<file path="src/rtl/att_pkg.sv">
package att_pkg;
  localparam int SAMPLE_W = 20;
  localparam int WORD_W   = 11;
  localparam int FRAC_W   = 10;
  localparam int RAMP_STEP = 2;

  typedef enum logic [1:0] {
    RAMP_HOLD = 2'd0,
    RAMP_UP   = 2'd1,
    RAMP_DOWN = 2'd2
  } ramp_dir_e;
endpackage

</file>
<file path="src/rtl/att_serial_port.sv">
module att_serial_port
  import att_pkg::*;
#(
  parameter int WORD   = WORD_W,
  parameter int FRAC   = FRAC_W,
  localparam int GW    = FRAC + 1
)(
  input  logic          clk,
  input  logic          rst_n,
  input  logic          ser_data,
  input  logic          ser_clk,
  input  logic          ser_latch,
  output logic [GW-1:0] target,
  output logic          shift_evt,
  output logic          load_evt
);
  localparam logic [GW-1:0] UNITY = GW'(1 << FRAC);

  // three flops per line: two for metastability, one for edge detection
  logic [2:0]      d_sync, c_sync, l_sync;
  logic [WORD-1:0] shreg;

  function automatic logic [GW-1:0] clamp_word(input logic [WORD-1:0] w);
    if (w > WORD'(UNITY)) return UNITY;
    return GW'(w);
  endfunction

  always_ff @(posedge clk or negedge rst_n) begin
    if (!rst_n) begin
      d_sync <= '0;
      c_sync <= '0;
      l_sync <= '0;
    end else begin
      d_sync <= {d_sync[1:0], ser_data};
      c_sync <= {c_sync[1:0], ser_clk};
      l_sync <= {l_sync[1:0], ser_latch};
    end
  end

  assign shift_evt = c_sync[1] & ~c_sync[2];
  assign load_evt  = l_sync[1] & ~l_sync[2];

  always_ff @(posedge clk or negedge rst_n) begin
    if (!rst_n) begin
      shreg  <= '0;
      target <= UNITY;
    end else begin
      if (shift_evt) shreg  <= {shreg[WORD-2:0], d_sync[1]};
      if (load_evt)  target <= clamp_word(shreg);
    end
  end

  p_target_range_r2: assert property (@(posedge clk) disable iff (!rst_n)
    target <= UNITY);
  p_target_stable_r2: assert property (@(posedge clk) disable iff (!rst_n)
    !load_evt |=> $stable(target));
endmodule

</file>
<file path="src/rtl/att_gain_ramp.sv">
module att_gain_ramp
  import att_pkg::*;
#(
  parameter int FRAC = FRAC_W,
  parameter int STEP = RAMP_STEP,
  localparam int GW  = FRAC + 1
)(
  input  logic          clk,
  input  logic          rst_n,
  input  logic          strobe,
  input  logic          mute,
  input  logic [GW-1:0] target,
  output logic [GW-1:0] gain,
  output ramp_dir_e     dir
);
  localparam logic [GW-1:0] UNITY = GW'(1 << FRAC);
  localparam logic [GW-1:0] STEPV = GW'(STEP);

  logic [GW-1:0] aim;

  function automatic logic [GW-1:0] next_gain(input logic [GW-1:0] cur,
                                               input logic [GW-1:0] goal);
    if (cur < goal) return (goal - cur > STEPV) ? cur + STEPV : goal;
    if (cur > goal) return (cur - goal > STEPV) ? cur - STEPV : goal;
    return cur;
  endfunction

  assign aim = mute ? '0 : target;

  always_comb begin
    if (gain < aim)      dir = RAMP_UP;
    else if (gain > aim) dir = RAMP_DOWN;
    else                 dir = RAMP_HOLD;
  end

  always_ff @(posedge clk or negedge rst_n) begin
    if (!rst_n)      gain <= UNITY;
    else if (strobe) gain <= next_gain(gain, aim);
  end

  p_step_bound_r4: assert property (@(posedge clk) disable iff (!rst_n)
    strobe |=> (int'(gain) <= int'($past(gain)) + STEP) &&
               (int'(gain) + STEP >= int'($past(gain))));
  p_no_overshoot_up_r4: assert property (@(posedge clk) disable iff (!rst_n)
    (strobe && dir == RAMP_UP) |=> gain <= $past(aim));
  p_no_overshoot_dn_r4: assert property (@(posedge clk) disable iff (!rst_n)
    (strobe && dir == RAMP_DOWN) |=> gain >= $past(aim));
  p_mute_fades_r6: assert property (@(posedge clk) disable iff (!rst_n)
    (strobe && mute && gain != '0) |=> gain < $past(gain));
  p_hold_between_r8: assert property (@(posedge clk) disable iff (!rst_n)
    !strobe |=> $stable(gain));
endmodule

</file>
<file path="src/rtl/att_scale.sv">
module att_scale
  import att_pkg::*;
#(
  parameter int DW   = SAMPLE_W,
  parameter int FRAC = FRAC_W,
  localparam int GW  = FRAC + 1,
  localparam int PW  = DW + GW + 1
)(
  input  logic signed [DW-1:0] sample,
  input  logic        [GW-1:0] gain,
  output logic signed [DW-1:0] scaled
);
  localparam logic signed [PW-1:0] MAXV = PW'((64'sd1 <<< (DW - 1)) - 1);
  localparam logic signed [PW-1:0] MINV = -PW'(64'sd1 <<< (DW - 1));

  function automatic logic signed [DW-1:0] apply_gain(input logic signed [DW-1:0] s,
                                                      input logic [GW-1:0] g);
    logic signed [PW-1:0] prod;
    prod = (PW'(s) * $signed({1'b0, g})) >>> FRAC;
    if (prod > MAXV) return DW'(MAXV);
    if (prod < MINV) return DW'(MINV);
    return DW'(prod);
  endfunction

  assign scaled = apply_gain(sample, gain);
endmodule

</file>
<file path="src/rtl/ramped_attenuator.sv">
module ramped_attenuator
  import att_pkg::*;
#(
  parameter int DW   = SAMPLE_W,
  parameter int WORD = WORD_W,
  parameter int FRAC = FRAC_W,
  parameter int STEP = RAMP_STEP,
  localparam int GW  = FRAC + 1,
  localparam int NCH = 2
)(
  input  logic                 clk,
  input  logic                 rst_n,
  input  logic                 mute,
  input  logic                 ser_data,
  input  logic                 ser_clk,
  input  logic                 ser_latch,
  input  logic                 in_valid,
  input  logic signed [DW-1:0] in_left,
  input  logic signed [DW-1:0] in_right,
  output logic                 out_valid,
  output logic signed [DW-1:0] out_left,
  output logic signed [DW-1:0] out_right
);
  logic [GW-1:0] target, gain;
  logic          shift_evt, load_evt;
  ramp_dir_e     dir;

  logic signed [DW-1:0] ch_in  [NCH];
  logic signed [DW-1:0] ch_out [NCH];
  logic signed [DW-1:0] ch_q   [NCH];

  att_serial_port #(.WORD(WORD), .FRAC(FRAC)) u_port (
    .clk(clk), .rst_n(rst_n), .ser_data(ser_data), .ser_clk(ser_clk),
    .ser_latch(ser_latch), .target(target), .shift_evt(shift_evt),
    .load_evt(load_evt)
  );

  att_gain_ramp #(.FRAC(FRAC), .STEP(STEP)) u_ramp (
    .clk(clk), .rst_n(rst_n), .strobe(in_valid), .mute(mute),
    .target(target), .gain(gain), .dir(dir)
  );

  assign ch_in[0] = in_left;
  assign ch_in[1] = in_right;

  for (genvar c = 0; c < NCH; c++) begin : g_ch
    att_scale #(.DW(DW), .FRAC(FRAC)) u_scale (
      .sample(ch_in[c]), .gain(gain), .scaled(ch_out[c])
    );
    always_ff @(posedge clk or negedge rst_n) begin
      if (!rst_n)        ch_q[c] <= '0;
      else if (in_valid) ch_q[c] <= ch_out[c];
    end
  end

  always_ff @(posedge clk or negedge rst_n) begin
    if (!rst_n) out_valid <= 1'b0;
    else        out_valid <= in_valid;
  end

  assign out_left  = ch_q[0];
  assign out_right = ch_q[1];

  p_valid_follows_r8: assert property (@(posedge clk) disable iff (!rst_n)
    in_valid |=> out_valid);
  p_valid_idle_r8: assert property (@(posedge clk) disable iff (!rst_n)
    !in_valid |=> !out_valid);
  p_channels_match_r7: assert property (@(posedge clk) disable iff (!rst_n)
    (in_valid && in_left == in_right) |=> out_left == out_right);
  p_silent_at_zero_r6: assert property (@(posedge clk) disable iff (!rst_n)
    (in_valid && gain == '0) |=> (out_left == '0 && out_right == '0));
endmodule

</file>
<file path="config.mk">
export PLATFORM = sky130hd
export DESIGN_NAME = ramped_attenuator
export DESIGN_NICKNAME = d
export VERILOG_FILES = /design/src/rtl/att_pkg.sv /design/src/rtl/att_serial_port.sv /design/src/rtl/att_gain_ramp.sv /design/src/rtl/att_scale.sv /design/src/rtl/ramped_attenuator.sv
export SDC_FILE = /design/constraint.sdc
export NUM_CORES = 1
export LEC_CHECK = 0
export ABC_AREA = 1
export BUFFER_PORTS_ARGS = -buffer_cell sky130_fd_sc_hd__buf_2
export CORE_MARGIN = 2
export CORE_UTILIZATION = 45
export DETAILED_ROUTE_END_ITERATION = 7
export SETUP_SLACK_MARGIN = 0.1
export SYNTH_ARGS = -nofsm -noshare
export SYNTH_HDL_FRONTEND = slang
export SYNTH_SLANG_ARGS = --single-unit
</file>
<file path="constraint.sdc">
create_clock -name clk -period 5.7 [get_ports clk]
set_input_delay 0.57 -clock clk [delete_from_list [all_inputs] [get_ports clk]]
set_output_delay 0.57 -clock clk [all_outputs]
set_load 0.02 [all_outputs]
</file>
== Yosys cells after proc, flatten, opt, wreduce, memory -nomap -nowiden ==
Index checks and enable logic that the tools add are counted.
Word-level totals
  bits in read-only memories: 0
  memories kept: 0
  flip-flop bits (word level): 82
  RAM bits: 0
  input port bits: 47
  word-level logic and storage cells: 60
  bits in latches: 0
  output and inout bits: 41
Cells by class
  add/subtract/negate cells: 4
  multiplexer cells: 30
  equality and inequality tests: 0
  shift-type cells: 0
  divide/modulo/power cells: 0
  magnitude comparators: 9
  bitwise gates (word level): 4
  reductions and logical operators: 2
  $mul: 2
Operators by type and width (number)
  2-to-1 mux 20 bit: 8
  2-to-1 mux 11 bit: 9
  multiplier 20 x 12 -> 32 bit: 2
  > comparator 22 x 20 -> 1 bit (second input constant): 2
  less-than comparator 22 x 20 -> 1 bit (second input constant): 2
  > comparator 11 x 2 -> 1 bit (second input constant): 2
  subtractor 11 bit: 2
  2-to-1 mux 1 bit: 13
  adder 11 x 2 -> 11 bit (second input constant): 1
  > comparator 11 bit: 1
  > comparator 11 bit (second input constant): 1
  less-than comparator 11 bit: 1
  subtractor 11 x 2 -> 11 bit (second input constant): 1
  AND 1 bit: 2
  NOT 1 bit: 2
  AND reduction 2 bit: 1
  nonzero test 2 bit: 1

== Logic depth before layout (Yosys ltp) ==
Gate-level depths: netlist (run 1).
  word-level depth: 8
  depth in mapped cells: 29
  gate-level depth less buffers: 26

== Modules after synthesis ==
From an unflattened synthesis (run 1), not the netlist that was laid out.
Second synthesis, totals
  cells, all modules: 3229
  area, all modules: 23060.9 um^2
Modules (own cells, without submodules)
  att_scale (g_ch[0].u_scale): cells an instance 1238, area an instance 8783.4 um^2, seq. area each 0.0 um^2, instances 1
  att_scale (g_ch[1].u_scale): cells an instance 1235, area an instance 8779.7 um^2, seq. area each 0.0 um^2, instances 1
  att_gain_ramp: cells an instance 466, area an instance 2716.4 um^2, seq. area each 276.5 um^2, instances 1
  ramped_attenuator: cells an instance 171, area an instance 1630.3 um^2, seq. area each 1026.0 um^2, instances 1
  att_serial_port: cells an instance 119, area an instance 1151.1 um^2, seq. area each 752.0 um^2, instances 1

== Worst setup path before layout (run 1) ==
No wires, ideal clock.
  path type: flip-flop to flip-flop
  from: reg u_ramp.gain[3]
  to: reg ch_q, in the netlist out_right[10]
  slack: 0.145 ns
  setup time: 0.120 ns
  data arrival time: 5.435 ns
  path buffers: 3
  cell stages (with the launch flop): 25
  path through: dfrtp_1 > clkbuf_1 > clkbuf_1 > nand2_1 > fa_1 > inv_1 > fa_1 > fa_1 > inv_1 > fa_1 > inv_1 > fa_1 > ha_1 > inv_1 > nor3_1 > nand2_1 > nor2_1 > nand2_2 > nand2_1 > nand2_1 > nand2_1 > nand3_1 > nand2_4 > buf_6 > a21oi_2
On the way
  word-level cells in the longest chain between the ends: 6
RTL lines
  from (decl): line att_gain_ramp.sv:13  | output logic [GW-1:0] gain,
  from (signal assigned): line att_gain_ramp.sv:38  | else if (strobe) gain <= next_gain(gain, aim);
  multiplier 20 x 12 -> 32 bit (*): line att_scale.sv:19  | prod = (PW'(s) * $signed({1'b0, g})) >>> FRAC;
  less-than comparator 22 x 20 -> 1 bit: line att_scale.sv:21  | if (prod < MINV) return DW'(MINV);
  2-to-1 mux 1 bit (2 in a row): line att_scale.sv:21
  2-to-1 mux 20 bit: line att_scale.sv:22  | return DW'(prod);
  2-to-1 mux 20 bit (*): line att_scale.sv:21
  to (signal, indexed assignment): line ramped_attenuator.sv:52  | else if (in_valid) ch_q[c] <= ch_out[c];
  to (decl): line ramped_attenuator.sv:30  | logic signed [DW-1:0] ch_q [NCH];
Mark *: on every way between the ends. The rest lies on a longest branch, timed or not. The select of a mux whose other input is x is not followed.
A chain may end at the register's enable or synchronous reset.

== Worst setup path after layout (run 1) ==
  from: reg u_ramp.gain[6]
  to: reg ch_q, in the netlist out_right[3]
Same word-level chain as after synthesis.

==> flow_metrics.tcl, run 1 <==
set metrics [dict create \
    worst_hold_path_type "in2async" \
    mostFrequentLayoutCells "nand2_1, inv_1, fa_1" \
    nNetsFinal 3802 \
    avgViaCountPerCell 4.98 \
    die_width_um 227 \
    final.period_utilization 0.950 \
    met2_usage 0.404 \
    ff2ff_path_depth 24 \
    setup_viol 0 \
    layout-drive-gt1-share 0.123 \
    rsz0062_at_grt "yes" \
    synth_cells 3111 \
    drc 0 \
    slew_headroom 0.278 \
    numCtsBuffers 9 \
    critPathLaunchType "flop" \
    globalRoute.busiestLayer "met2" \
    synthesis.area_um2 22300 \
    synth_seq_cells 82 \
    cts_sinks 82 \
    htreeDepth 3 \
    ant_nets 0 \
    ios 88 \
    dieArea_um2 51300 \
    synth_enable_flop_cells 0 \
    fin_crit_ns 5.42 \
    n_fill_cell 4804 \
    antenna_found_initial 4 \
    seq_area_frac_synth 0.0922 \
    synth_flop_cell "dfrtp_1" \
    synth.net_count 3707 \
    routedWlPerCell_um 15.9 \
    row_count 81 \
    synth_top_area_frac 0.354 \
    initial_utilization 0.455 \
    grt_start_max_net_pins 55 \
    synth_top_area_cell "fa_1" \
    avgSynthCellArea_um2 7.17 \
    postSynth.asyncResetShare 1.00 \
    clk_pin_slew_ns 0.08 \
    num_vias 19300 \
    end_kind "flop" \
    finalHoldViolations 0 \
    fmax_ghz 0.185 \
    insertion_delay_ns 0.39 \
    status "finished clean" \
    grt_remaining_overflow 0 \
    r2r-start "u_ramp.gain[6]$_DFFE_PN0P_" \
    worst_pin_slew_ns 1.07 \
    place.gp.congestion 0.958 \
    first_pass_iters 5 \
    worst_ep_arrival_time_ns 5.68 \
    portBuffers 87 \
    grt.total_usage 0.239 \
    grt_pass1_wl_mm 98.4 \
    synth.distinct_cells 40 \
    met1_usage 0.335 \
    area_growth_syn_to_layout_pct 13.4 \
    layout_commonest_cell "nand2_1" \
    yosysWarnings 0 \
    r2r_slack_ns 0.28 \
    cts_max_path_buffers 2 \
    core_area_um2 49000 \
    drv_slew 0 \
    tns_ns 0 \
    grt_pass1_vias 19800 \
    path_class "reg2reg" \
    cts_hold_buffers 0 \
    cts-root-buf "clkbuf_16" \
    timing.rr.end "out_right[3]$_DFFE_PN0P_" \
    cts_tree "built" \
    crit_path_max_fanout 11 \
    synth.area.top_cells "fa_1, nand2_1, inv_1" \
    wl_mm 61.6 \
    dp_hpwl_mm 47.9 \
    max-cap-violations 0 \
    drt_iter0_markers 1252 \
    globalRouteMet3Util 0.0308 \
    fin_skew_ns 0.00898 \
    fin_util 0.517 \
    required_ns 5.96 \
    dieHeight_um 227 \
]
-- worst max path at each step --
stage	start	endpoint	slack [ns]	depth (start not counted)
6_report	u_ramp.gain[6]$_DFFE_PN0P_	out_right[3]$_DFFE_PN0P_	0.28	24
5_1_grt	u_ramp.gain[6]$_DFFE_PN0P_	out_right[3]$_DFFE_PN0P_	0.01	22
4_1_cts	u_ramp.gain[3]$_DFFE_PN0P_	out_right[3]$_DFFE_PN0P_	0.09	22
3_5_place_dp	in_right[19]	out_right[3]$_DFFE_PN0P_	-0.05	22
3_3_place_gp	in_right[14]	out_right[17]$_DFFE_PN0P_	0.08	23
2_1_floorplan	u_ramp.gain[3]$_DFFE_PN0P_	out_right[10]$_DFFE_PN0P_	0.15	24
-- per-stage QoR --
stage	cells	setup WS (ns)	area (um2)	hold slack, ns
after detailed placement	3824	-0.0498	23800	0.340
after global routing	3876	0.0149	25300	0.106
after floorplan	3111	0.145	22300	0.274
after CTS	3840	0.0905	24100	0.0998
final	3876	0.283	25300	0.0981
after global placement	3824	0.0786	23800	0.339
-- per-layer routing --
metal,vias up,part of all wire
li1,9177,-
met1,9500,0.45
met2,556,0.46
met3,68,0.071
met4,4,0.020
met5,-,0.00037
-- state kept, by name, indices dropped and copies added, names as in the netlist --
name and cells:
u_port.d_sync 2, out_left 20, u_ramp.gain 11, u_port.target 11, out_valid 1, out_right 20
u_port.l_sync 3, u_port.shreg 11, u_port.c_sync 3
-- critical path, cell delays in order, from the launching register on --
cell       delay, ns
dfrtp_2         0.49
clkbuf_16       0.22
nand2_1         0.08
inv_1           0.05
fa_1            0.54
inv_1           0.06
fa_1            0.53
inv_1           0.05
fa_1            0.45
fa_1            0.49
inv_1           0.05
fa_1            0.47
inv_1           0.06
ha_4            0.29
nand2_2         0.10
nor2_1          0.18
nand4_1         0.15
nand3_2         0.16
nand2_1         0.11
nand2_1         0.10
nand2_1         0.05
nand2_1         0.10
nand3_4         0.22
nand2_8         0.19
a21oi_1         0.08
-- synth_stat cells (5+ instances only) --
cell	n
ha_1	155
nand4_1	21
buf_2	13
a21oi_1	84
xnor2_1	19
nor3_1	16
nand2_1	923
fa_1	394
o21bai_1	12
nand2_2	12
buf_1	12
nand3_1	148
buf_4	5
dfrtp_1	80
xor2_1	41
a21oi_2	21
o21ai_0	32
inv_1	840
nor2_1	156
nand3b_1	5
clkbuf_1	83
-- cell families after synthesis --
family	count (synthesis)	share of synthesized area
AND/OR/NAND/NOR	1298	0.236
buffers and inverters	959	0.164
adder cells (fa/ha/maj)	549	0.441
AO/OA/AOI/OAI	161	0.0422
flip-flops	82	0.0922
XOR/XNOR	60	0.0236
multiplexers	2	0.00101
-- timing repair --
action,in CTS,in global routing
gates resized for setup,3,162
endpoints found under the setup margin,29,39
cloned,0,20
setup buffers,0,15
pin swaps,0,29
-- cell type report --
type / count / area (um2) / area share
Multi-Input combinational cell: 2078 / 17300 / 0.684
Inverter: 842 / 3160 / 0.125
Sequential cell: 82 / 2060 / 0.0816
Timing Repair Buffer: 193 / 1610 / 0.0638
Tap cell: 664 / 831 / 0.0329
Clock buffer: 9 / 225 / 0.00891
Clock inverter: 7 / 81.3 / 0.00322
Antenna cell: 1 / 2.50 / 0.0000990
Power of run 1 is left out: the tool's default activity adds up to more than one toggle a clock period on the data nets, which glitch-free logic cannot reach.
==> run 2, diff against run 1 <==
Settings changed: ABC_AREA 1 to not set, MAX_ROUTING_LAYER set to met4.
==> flow_metrics.tcl, run 2 <==
set metrics [dict create \
    synth.distinct_cells 77 \
    grt_pass1_wl_mm 85.8 \
    synth.net_count 2918 \
    dp_hpwl_mm 41.7 \
    path_class "reg2reg" \
    worst_pin_slew_ns 0.930 \
    worst_ep_arrival_time_ns 6.18 \
    drv_slew 0 \
    worst_hold_path_type "in2async" \
    rsz0062_at_grt "yes" \
    grt.total_usage 0.235 \
    layout_commonest_cell "inv_1" \
    dieArea_um2 46700 \
    critPathLaunch "u_ramp.gain[3]$_DFFE_PN0P_" \
    setup_viol 38 \
    layout_setup_ws_ns -0.235 \
    failed_checks "setup timing" \
    cts_max_path_buffers 2 \
    synthesis.area_um2 20300 \
    area_growth_syn_to_layout_pct 19.3 \
    first_pass_iters 5 \
    cts_tree "built" \
    max-cap-violations 0 \
    clk_pin_slew_ns 0.08 \
    num_vias 16200 \
    htreeDepth 3 \
    required_ns 5.95 \
    synth_enable_flop_cells 0 \
    cts-root-buf "clkbuf_16" \
    grt_start_max_net_pins 66 \
    layout-drive-gt1-share 0.198 \
    drt_iter0_markers 819 \
    yosysWarnings 0 \
    postSynth.asyncResetShare 1.00 \
    synth_top_area_frac 0.389 \
    avgSynthCellArea_um2 8.72 \
    ant_nets 0 \
    grt_remaining_overflow 0 \
    fin_crit_ns 5.93 \
    crit_path_max_fanout 16 \
    numCtsBuffers 9 \
    initial_utilization 0.457 \
    fin_skew_ns 0.0182 \
    r2r-start "u_ramp.gain[3]$_DFFE_PN0P_" \
    cts_hold_buffers 0 \
    fmax_ghz 0.169 \
    critPathLaunchType "flop" \
    insertion_delay_ns 0.38 \
    ios 88 \
    seq_area_frac_synth 0.101 \
    synth.area.top_cells "fa_1, inv_1, dfrtp_1" \
    yosysMostFrequentCell "inv_1" \
    cts_sinks 82 \
    nNetsFinal 3158 \
    mostFrequentLayoutCells "inv_1, fa_1, nand2_1" \
    ys_top_cells_by_count "inv_1, fa_1, nand2_1, ha_1, and2_1" \
    tns_ns -6.65 \
    synth_seq_cells 82 \
    row_count 77 \
    routedWlPerCell_um 16.1 \
    avgViaCountPerCell 5.11 \
    place.gp.congestion 0.907 \
    dieHeight_um 216 \
    portBuffers 87 \
    status "finished, violations left" \
    final.period_utilization 1.04 \
    core_area_um2 44300 \
    finalHoldViolations 0 \
    end_kind "flop" \
    synth_cells 2322 \
    grt_pass1_vias 17400 \
    wl_mm 51.0 \
    antenna_found_initial 5 \
    drc 0 \
    synth_flop_cell "dfrtp_1" \
    synth_top_area_cell "fa_1" \
    slew_headroom 0.380 \
    die_width_um 216 \
]
[run 2: cell types whose count changed in the layout (fill, tap and decap cells not counted), sizes merged, moves of 109 or more]
cell	change
nand3	-128
nor2	-109
nand2	-582
inv	-290
and2	+118
buf	+166
[run 2: layout make-up]
class / instances / area, um2
diodes: 6 / 15.0
multi-input cells: 1563 / 16200
clock buffers: 10 / 229
clock inverters: 6 / 51.3
repair buffers: 352 / 2810
flip-flops and latches: 82 / 2060
inverters: 554 / 2080
fillers: 4091 / 20200
well taps: 592 / 741
[run 2: repair_timing]
item | in CTS | in global routing
setup buffers | 34 | 12
cloned | 1 | 3
pin swaps | 28 | 13
resized for setup | 54 | 31
endpoints found under the setup margin | 39 | 40
[run 2: final timing paths]
| check | cells after the start | endpoint | slack [ns] |
|---|---|---|---|
| max | 20 | out_left[10]$_DFFE_PN0P_ | -0.23 |
| min | 1 | out_right[18]$_DFFE_PN0P_ | 0.06 |
| max reg2reg | 20 | out_left[10]$_DFFE_PN0P_ | -0.23 |
| min reg2reg | 0 | u_port.d_sync[1]$_DFF_PN0_ | 0.35 |
| max in group asynchronous | 2 | u_ramp.gain[8]$_DFFE_PN0P_ | 4.41 |
| min in group clk | 1 | u_port.d_sync[0]$_DFF_PN0_ | 0.32 |
[run 2: stage by stage]
stage          instances  hold WS (ns)  cell area, um2  utilization  worst slack (ns)
2_1_floorplan       2322         0.274           20700            -            0.0616
3_3_place_gp        3094         0.337           23100        0.520            -0.685
3_5_place_dp        3094         0.338           23100        0.520            -0.833
4_1_cts             3145        0.0463           23900        0.538            -0.176
5_1_grt             3164        0.0532           24200        0.545            -0.462
6_report            3165        0.0606           24200        0.545            -0.235
[run 2: worst max-delay path, cell delays in order (launching register included)]
cell      delay (ns)
dfrtp_1         0.40
buf_12          0.13
buf_8           0.12
nand2_8         0.05
fa_1            0.49
inv_2           0.14
fa_2            0.49
fa_1            0.52
inv_2           0.04
fa_1            0.49
inv_1           0.05
fa_1            0.47
ha_4            0.29
nand4_1         0.17
or4_4           0.61
a211oi_4        0.33
buf_4           0.17
nor2_2          0.04
xnor2_2         0.15
o31a_4          0.38
o221a_2         0.27
[run 2: cells by family after synthesis]
kind of cell | after synthesis | synth area share
buf+inv | 677 | 0.127
simple gates | 671 | 0.157
fa+ha+maj | 549 | 0.485
compound gates | 264 | 0.0926
flops | 82 | 0.101
xor+xnor | 59 | 0.0259
mux | 20 | 0.0108
[run 2: per-layer routing]
metal  vias up  part of all wire  global-route usage
met4         0             0.024              0.0616
met2       326              0.51               0.409
met5         -                 0                   -
met1      8271              0.43               0.293
li1       7523                 -                   -
met3        57             0.037              0.0236
Power of run 2 is left out for the same reason.
==> run 3, diff against run 2 <==
Settings changed: CTS_CLUSTER_DIAMETER set to 150.
Clock period 5.7 ns to 5.6 ns, I/O delays scaled along.
==> flow_metrics.tcl, run 3 (synthesized netlist as in run 2, its figures left out) <==
set metrics [dict create \
    finalHoldViolations 0 \
    dp_hpwl_mm 42.6 \
    mostFrequentLayoutCells "inv_1, fa_1, nand2_1" \
    cts_max_path_buffers 2 \
    ant_nets 0 \
    slowest_stage "fa_1" \
    avgViaCountPerCell 5.09 \
    dieHeight_um 216 \
    grt_pass1_vias 17600 \
    num_vias 16200 \
    placed_cells 3123 \
    drt_iter0_markers 883 \
    tns_ns -7.91 \
    grt_start_max_net_pins 62 \
    fin_skew_ns 0.00679 \
    fin_crit_ns 5.84 \
    htreeDepth 3 \
    grt_pass1_wl_mm 87.8 \
    setup_viol 39 \
    initial_utilization 0.457 \
    grt_remaining_overflow 0 \
    row_count 77 \
    cts-root-buf "clkbuf_16" \
    numCtsBuffers 9 \
    place.gp.congestion 0.891 \
    status "finished, violations left" \
    insertion_delay_ns 0.37 \
    path_cells "buf_6 -> buf_12 -> buf_12 -> nand2_1 -> fa_1 -> fa_1 -> inv_2 -> fa_2 -> fa_1 -> inv_1 -> fa_1 -> inv_2 -> ha_4 -> inv_1 -> o21bai_1 -> a21oi_2 -> a21oi_4 -> a31oi_4 -> a32oi_4 -> mux2i_2 -> nor4_4 -> buf_4 -> buf_12 -> a311o_1" \
    max-cap-violations 0 \
    area_growth_syn_to_layout_pct 22.2 \
    layout_commonest_cell "inv_1" \
    portBuffers 87 \
    layout-drive-gt1-share 0.229 \
    worst_hold_path_type "in2async" \
    drv_slew 0 \
    grt.total_usage 0.239 \
    critPathMaxStageDelay_ns 0.54 \
    place_ws_ns -0.718 \
    wl_mm 52.5 \
    slew_headroom 0.209 \
    path_class "reg2reg" \
    clk_pin_slew_ns 0.07 \
    fin_util 0.559 \
    fmax_ghz 0.171 \
    final.period_utilization 1.04 \
    layout_setup_ws_ns -0.241 \
    first_pass_iters 5 \
    dieArea_um2 46700 \
    required_ns 5.85 \
    fin_cells 3188 \
    cts_sinks 82 \
    core_area_um2 44300 \
    worst_ep_arrival_time_ns 6.09 \
    failed_checks "setup timing" \
    drc 0 \
    worst_pin_slew_ns 1.18 \
    cts_tree "built" \
    routedWlPerCell_um 16.5 \
    die_width_um 216 \
    n_fill_cell 4030 \
    rsz0062_at_grt "yes" \
    ios 88 \
    crit_path_max_fanout 10 \
    r2r_slack_ns -0.24 \
    antenna_found_initial 5 \
    cp_common_cell "fa_1" \
    nNetsFinal 3182 \
    end_kind "flop" \
    cts_hold_buffers 0 \
    critPathLaunchType "flop" \
]
run 3: final timing paths:
| path | start | endpoint | cells after the start |
|---|---|---|---|
| min in group clk | ser_clk | u_port.c_sync[0]$_DFF_PN0_ | 1 |
| max in group asynchronous | rst_n | u_ramp.gain[8]$_DFFE_PN0P_ | 2 |
| min reg2reg | u_port.d_sync[0]$_DFF_PN0_ | u_port.d_sync[1]$_DFF_PN0_ | 0 |
| min | rst_n | out_valid$_DFF_PN0_ | 1 |
| max | u_ramp.gain[3]$_DFFE_PN0P_ | out_right[13]$_DFFE_PN0P_ | 24 |
| max reg2reg | u_ramp.gain[3]$_DFFE_PN0P_ | out_right[13]$_DFFE_PN0P_ | 24 |
run 3: timing repair:
action / in CTS / in global routing
pin swaps: 23 / 46
gates cloned: 2 / 7
endpoints found under the setup margin: 39 / 40
resized for setup: 46 / 109
buffers inserted: 17 / 18
run 3: cell type report:
class / instances / area [um2] / area share
multi-input combinational: 1563 / 16500 / 0.666
timing repair buffer: 376 / 3060 / 0.124
inverter: 554 / 2080 / 0.0840
sequential: 82 / 2060 / 0.0831
tap: 592 / 741 / 0.0299
clock buffer: 9 / 225 / 0.00910
clock inverter: 7 / 80.1 / 0.00323
antenna: 5 / 12.5 / 0.000505
run 3: per-layer routing:
layer | share of wire | wire length [um] | global-route usage | vias to the layer above
met5 | 0 | 0 | - | -
met4 | 0.021 | 1090 | 0.0452 | 0
met3 | 0.048 | 2530 | 0.0358 | 68
met2 | 0.49 | 25600 | 0.394 | 406
met1 | 0.44 | 23300 | 0.315 | 8162
li1 | - | - | - | 7594
run 3: per-stage QoR:
stage | hold WS, ns | area (um2)
CTS | 0.0599 | 24000
finish | 0.0674 | 24800
detailed placement | 0.336 | 23300
floorplan | 0.264 | 20800
global route | 0.0775 | 24800
global placement | 0.337 | 23300
run 3: worst max-delay path: cells and delay by family (launching register included):
family | cells | cell delay [ns]
muxes | 1 | 0.31
AOI/OAI and AO/OA | 6 | 1.15
adders and majority gates | 6 | 2.75
DFF | 1 | 0.40
buffers and inverters | 9 | 0.95
and+or+nand+nor | 2 | 0.16
Power of run 3 is left out for the same reason.
